<file path="src/rtl/fag_pkg.sv">
package fag_pkg;
    typedef enum logic [2:0] {
        SRC_TFLASH = 3'd0,
        SRC_FLASH  = 3'd1,
        SRC_EEPROM = 3'd2,
        SRC_RAM    = 3'd3,
        SRC_EXT    = 3'd4
    } region_e;

    localparam int CFG_W   = 8;
    localparam int BIT_FLP = 6;
    localparam int BIT_TFP = 5;
    localparam int BIT_EEP = 4;
    localparam int BIT_XFP = 3;

    typedef struct packed {
        logic [CFG_W-1:0] prot;
        logic             loaded;
        logic             viol;
    } guard_state_t;
endpackage

</file>
<file path="src/rtl/fag_region_decode.sv">
module fag_region_decode
    import fag_pkg::*;
#(
    parameter int                ADDR_W   = 24,
    parameter logic [ADDR_W-1:0] FLASH_LO = 24'h010000,
    parameter logic [ADDR_W-1:0] FLASH_HI = 24'h0FFFFF,
    parameter logic [ADDR_W-1:0] RAM_LO   = 24'h200000,
    parameter logic [ADDR_W-1:0] RAM_HI   = 24'h200FFF,
    parameter logic [ADDR_W-1:0] EE_LO    = 24'h220000,
    parameter logic [ADDR_W-1:0] EE_HI    = 24'h2203FF,
    parameter logic [ADDR_W-1:0] TF_LO    = 24'h230000,
    parameter logic [ADDR_W-1:0] TF_HI    = 24'h231FFF,
    parameter logic [ADDR_W-1:0] TF_WP_HI = 24'h231F7F
) (
    input  logic [ADDR_W-1:0] addr,
    output region_e           rgn,
    output logic              wlock
);
    always_comb begin
        if (addr >= TF_LO && addr <= TF_HI)         rgn = SRC_TFLASH;
        else if (addr >= EE_LO && addr <= EE_HI)    rgn = SRC_EEPROM;
        else if (addr >= RAM_LO && addr <= RAM_HI)  rgn = SRC_RAM;
        else if (addr >= FLASH_LO && addr <= FLASH_HI) rgn = SRC_FLASH;
        else                                        rgn = SRC_EXT;
        wlock = (addr >= TF_LO) && (addr <= TF_WP_HI);
    end
endmodule

</file>
<file path="src/rtl/fag_rule_eval.sv">
module fag_rule_eval
    import fag_pkg::*;
(
    input  region_e          rgn,
    input  logic [2:0]       src_raw,
    input  logic [CFG_W-1:0] prot_eff,
    input  logic             wlock,
    input  logic             rd,
    input  logic             wr,
    output logic             deny
);
    region_e src;
    logic    internal_tgt;
    logic    fl_hit, tf_hit, ee_hit, xf_hit, wl_hit;

    always_comb begin
        // Unknown tags fall to the most restrictive source.
        src = (src_raw > 3'd4) ? SRC_EXT : region_e'(src_raw);
        internal_tgt = (rgn != SRC_EXT);

        fl_hit = !prot_eff[BIT_FLP] && (rgn == SRC_FLASH)
                 && !(src == SRC_TFLASH || src == SRC_FLASH);
        tf_hit = !prot_eff[BIT_TFP] && (rgn == SRC_TFLASH)
                 && (src != SRC_TFLASH);
        ee_hit = !prot_eff[BIT_EEP] && (rgn == SRC_EEPROM)
                 && !(src == SRC_TFLASH || src == SRC_FLASH || src == SRC_EEPROM);
        xf_hit = !prot_eff[BIT_XFP] && internal_tgt && (src == SRC_EXT);
        wl_hit = wr && wlock;

        deny = (rd || wr) && (fl_hit || tf_hit || ee_hit || xf_hit || wl_hit);
    end
endmodule

</file>
<file path="src/rtl/fetch_access_guard.sv">
module fetch_access_guard
    import fag_pkg::*;
#(
    parameter int                ADDR_W     = 24,
    parameter int                DATA_W     = 8,
    parameter logic [ADDR_W-1:0] FLASH_LO   = 24'h010000,
    parameter logic [ADDR_W-1:0] FLASH_HI   = 24'h0FFFFF,
    parameter logic [ADDR_W-1:0] RAM_LO     = 24'h200000,
    parameter logic [ADDR_W-1:0] RAM_HI     = 24'h200FFF,
    parameter logic [ADDR_W-1:0] EE_LO      = 24'h220000,
    parameter logic [ADDR_W-1:0] EE_HI      = 24'h2203FF,
    parameter logic [ADDR_W-1:0] TF_LO      = 24'h230000,
    parameter logic [ADDR_W-1:0] TF_HI      = 24'h231FFF,
    parameter int                TF_REG_SPAN = 128
) (
    input  logic              clk,
    input  logic              rst_n,
    input  logic              cfg_load,
    input  logic [7:0]        cfg_byte,
    input  logic [ADDR_W-1:0] op_addr,
    input  logic              op_rd,
    input  logic              op_wr,
    input  logic [2:0]        fetch_src,
    input  logic [DATA_W-1:0] mem_rdata,
    output logic              mem_rd,
    output logic              mem_wr,
    output logic [DATA_W-1:0] op_rdata,
    output logic              grant,
    output logic              viol
);
    localparam logic [ADDR_W-1:0] TF_WP_HI = TF_HI - ADDR_W'(TF_REG_SPAN);

    guard_state_t     st_q, st_d;
    logic [CFG_W-1:0] prot_eff;
    logic             cfg_loaded;
    logic [CFG_W-1:0] cfg_prot;
    region_e          tgt_rgn;
    logic             wlock;
    logic             deny;

    assign cfg_loaded = st_q.loaded;
    assign cfg_prot   = st_q.prot;

    fag_region_decode #(
        .ADDR_W(ADDR_W), .FLASH_LO(FLASH_LO), .FLASH_HI(FLASH_HI),
        .RAM_LO(RAM_LO), .RAM_HI(RAM_HI), .EE_LO(EE_LO), .EE_HI(EE_HI),
        .TF_LO(TF_LO), .TF_HI(TF_HI), .TF_WP_HI(TF_WP_HI)
    ) u_decode (
        .addr (op_addr),
        .rgn  (tgt_rgn),
        .wlock(wlock)
    );

    fag_rule_eval u_rules (
        .rgn     (tgt_rgn),
        .src_raw (fetch_src),
        .prot_eff(prot_eff),
        .wlock   (wlock),
        .rd      (op_rd),
        .wr      (op_wr),
        .deny    (deny)
    );

    always_comb begin
        // Until a byte is latched every protection bit reads as active.
        prot_eff = st_q.loaded ? st_q.prot : '0;

        st_d = st_q;
        if (cfg_load && !st_q.loaded) begin
            st_d.prot   = cfg_byte;
            st_d.loaded = 1'b1;
        end
        st_d.viol = deny;

        mem_rd   = op_rd && !deny;
        mem_wr   = op_wr && !deny;
        grant    = (op_rd || op_wr) && !deny;
        op_rdata = mem_rd ? mem_rdata : '0;
        viol     = st_q.viol;
    end

    always_ff @(posedge clk or negedge rst_n) begin
        if (!rst_n) begin
            st_q <= '{prot: '0, loaded: 1'b0, viol: 1'b0};
        end else begin
            st_q <= st_d;
        end
    end
endmodule

</file>
<file path="config.mk">
export PLATFORM = sky130hd
export DESIGN_NAME = fetch_access_guard
export DESIGN_NICKNAME = d
export VERILOG_FILES = /design/src/rtl/fag_pkg.sv /design/src/rtl/fag_region_decode.sv /design/src/rtl/fag_rule_eval.sv /design/src/rtl/fetch_access_guard.sv
export SDC_FILE = /design/constraint.sdc
export NUM_CORES = 1
export LEC_CHECK = 0
export CORE_AREA = 4 4 48 50
export CTS_BUF_LIST = sky130_fd_sc_hd__clkbuf_8
export DETAILED_ROUTE_END_ITERATION = 12
export DIE_AREA = 0 0 52 54
export GPL_ROUTABILITY_DRIVEN = 0
export PLACE_DENSITY = 0.94
export SLEW_MARGIN = 40
export SYNTH_ARGS = -nofsm -noshare
export SYNTH_HDL_FRONTEND = slang
export SYNTH_SLANG_ARGS = --single-unit
</file>
<file path="constraint.sdc">
create_clock -name clk -period 3.25 [get_ports clk]
set_input_delay 0.8125 -clock clk [delete_from_list [all_inputs] [get_ports clk]]
set_output_delay 0.8125 -clock clk [all_outputs]
set_load 0.005 [all_outputs]
</file>
==> flow_metrics.env <==
export IMPL_status="completed"
export IMPL_synth_seq_cells=6
export IMPL_clockRootBuffer="clkbuf_8"
export IMPL_routedWlPerCell_microns=14.5
export IMPL_cp_cell_sequence="clkdlybuf4s50_1, nand2b_1, a31oi_2, o21ai_2, buf_4, nand2_4, nor2_1, dlygate4sd2_1"
export IMPL_worstMarginPinSlew_ns=0.320
export IMPL_clock_fmax_mhz=311
export IMPL_cts_buffer_depth=2
export IMPL_critPathCaptureType="primary output"
export IMPL_ys_types=27
export IMPL_power_w=0.000306
export IMPL_finalWirelength_microns=2240
export IMPL_drive_gt1_share_pct=42.2
export IMPL_coreArea_sq_um=1900
export IMPL_num_fill_cells=146
export IMPL_r2r_setup_slack_ns=1.82
export IMPL_r2r_end="viol"
export IMPL_tritoncts="yes"
export IMPL_skew_ns=0.00229
export IMPL_async_reset_ff_share_pct=100
export IMPL_cp_top_family="buffers and inverters"
export IMPL_critPathMaxStageDelay_ns=0.57
export IMPL_final_max_slew_viol_count=0
export IMPL_grt_max_degree=10
export IMPL_path_buf_inv=3
export IMPL_slew_headroom_pct=78.6
export IMPL_cts_hold_buf=0
export IMPL_min_to="cfg_prot[5]"
export IMPL_reg2reg_from="cfg_loaded"
export IMPL_grt_pass1_vias=819
export IMPL_syn_nets=110
export IMPL_period_minus_slack_ns=3.21
export IMPL_start_kind="input pin"
export IMPL_clk_pin_slew_ns=0.03
export IMPL_critPathKind="in2out"
export IMPL_dpl_cell_area_sq_um=1150
export IMPL_powerDensity_nw_per_um2=241
export IMPL_vias=768
export IMPL_portBuffers=48
export IMPL_start_util_pct=29.1
export IMPL_min_path_cells=1
export IMPL_hold_viol=0
export IMPL_cts_buffers_inserted=3
export IMPL_final_area_sq_um=1270
export IMPL_p_leak_nw=0.569
export IMPL_peakVddDrop_mv=0.212
export IMPL_vias_per_cell=4.95
export IMPL_avgSynthCellArea_sq_um=8.92
export IMPL_setup_viol=0
export IMPL_area_growth_synth_to_final_pct=129
export IMPL_clk_latency_ns=0.22
export IMPL_fp_dieW_microns=52
export IMPL_first_pass_iters=4
export IMPL_final_common_cell="clkdlybuf4s50_1"
export IMPL_drcViolationCount=0
export IMPL_nNetsFinal=178
export IMPL_dp_hpwl_microns=1790
export IMPL_reg2regPathDepth=6
export IMPL_cp_depth=8
export IMPL_die_h_microns=54
export IMPL_drtAntennaViolNets=0
export IMPL_critPathMaxFanout=9
export IMPL_synth_ff_type="dfrtp_1"
export IMPL_dieArea_sq_um=2810
export IMPL_syn_area_sq_um=553
export IMPL_diodes=0
export IMPL_slowest_stage="clkdlybuf4s50_1"
export IMPL_min_period_over_period_pct=98.9
export IMPL_seq_area_frac_synth_pct=27.1
export IMPL_maxCapViolations=0
export IMPL_cts_sinks=6
export IMPL_ys_warn_count=0
export IMPL_io_pins=60
export IMPL_synth_cells=62
export IMPL_antenna_found_initial=0
export IMPL_min_from="cfg_prot[5]"
export IMPL_placementRows=16
export IMPL_arrival_ns=2.40
export IMPL_layout_common_cells="22 x clkdlybuf4s50_1, 14 x buf_4, 12 x dlygate4sd2_1"
export IMPL_overflow=0
export IMPL_grt_pass1_wl_microns=3450
export IMPL_dr_first_iter_drc_count=5
export IMPL_htreeDepth=1
export IMPL_synth_edf_count=0
export IMPL_hold_path_class="reg2reg"
export IMPL_worstPathRequired_ns=2.44
export IMPL_grt_usage_pct=17.0
## per-layer routing
layer	global-route usage, %	wire length (microns)	vias up
met4	6.55	0	0
met3	5.54	209	0
met2	34.3	1250	34
met5	0	0	-
li1	-	-	374
met1	15.4	785	360
## Yosys cell counts, drive strengths merged (2+ instances only)
cell type  instances  share of area, %
a31oi              2               2.3
nor3b              8                11
and4               2               3.2
mux2               4               8.1
o21ai              4               3.6
nand3              2               1.8
nand4              2               2.3
nor3               4               5.7
nand2              6               4.1
nor2               6               4.1
a21oi              2               1.8
dfrtp              6                27
nor4               2               5.0
## what timing repair did
item                                    CTS  global route
buffers inserted                          3             0
resized for setup                        60            14
endpoints found under the setup margin   11            11
pin swaps                                10             6
## final cells by class
type | instances | area (sq um) | share of cell area [%]
Clock buffer | 3 | 41.3 | 3.26
Multi-Input combinational cell | 54 | 474 | 37.5
Inverter | 1 | 3.75 | 0.296
Sequential cell | 6 | 150 | 11.9
Tap cell | 27 | 33.8 | 2.67
Timing Repair Buffer | 64 | 563 | 44.5
## flip-flops by register name, summed over array words and instances (netlist names)
register / cells
cfg_loaded: 1
cfg_prot: 4
viol: 1
## per-stage QoR
| stage | hold slack, ns | instances | util [%] | setup TNS [ns] | worst slack [ns] |
|---|---|---|---|---|---|
| after floorplan | 0.481 | 62 | - | 0 | 0.603 |
| after global placement | 0.495 | 149 | 60.7 | -4.20 | -0.406 |
| after detailed placement | 0.498 | 149 | 60.7 | -4.84 | -0.477 |
| after CTS | 0.506 | 155 | 63.9 | 0 | 0.00635 |
| after global routing | 0.542 | 155 | 66.6 | -0.0335 | -0.0335 |
| final | 0.520 | 155 | 66.6 | 0 | 0.0354 |
## worst max path at each step
stage	start	to	slack [ns]
4_1_cts	op_addr[10]	op_rdata[4]	0.006
6_report	fetch_src[2]	mem_rd	0.04
5_1_grt	fetch_src[2]	mem_rd	-0.03
3_3_place_gp	op_addr[15]	op_rdata[7]	-0.41
3_5_place_dp	op_addr[19]	op_rdata[5]	-0.48
2_1_floorplan	op_addr[15]	op_rdata[0]	0.60
## power breakdown
part	switching, W	total (W)	internal [W]	leakage, nW
Sequential	0.00000401	0.0000852	0.0000812	0.0722
Clock	0.0000322	0.000112	0.0000796	0.0216
Combinational	0.0000414	0.000109	0.0000673	0.476
## worst register-to-register path, cell delays in order (launching register included)
cell     delay, ns
dfrtp_1       0.45
a21oi_2       0.15
nand4_1       0.10
a32oi_2       0.22
buf_6         0.14
buf_6         0.12
o221a_2       0.18
## cells by family (layout without fill, tap and decap cells)
group | after synthesis | count (layout) | synth area share (%)
AND/OR/NAND/NOR | 39 | 39 | 46.6
AO/OA/AOI/OAI | 11 | 11 | 15.4
flip-flops | 6 | 6 | 27.1
multiplexers | 4 | 4 | 8.14
buffers and inverters | 2 | 68 | 2.71
No activity file was read; power rests on OpenSTA's default activity.
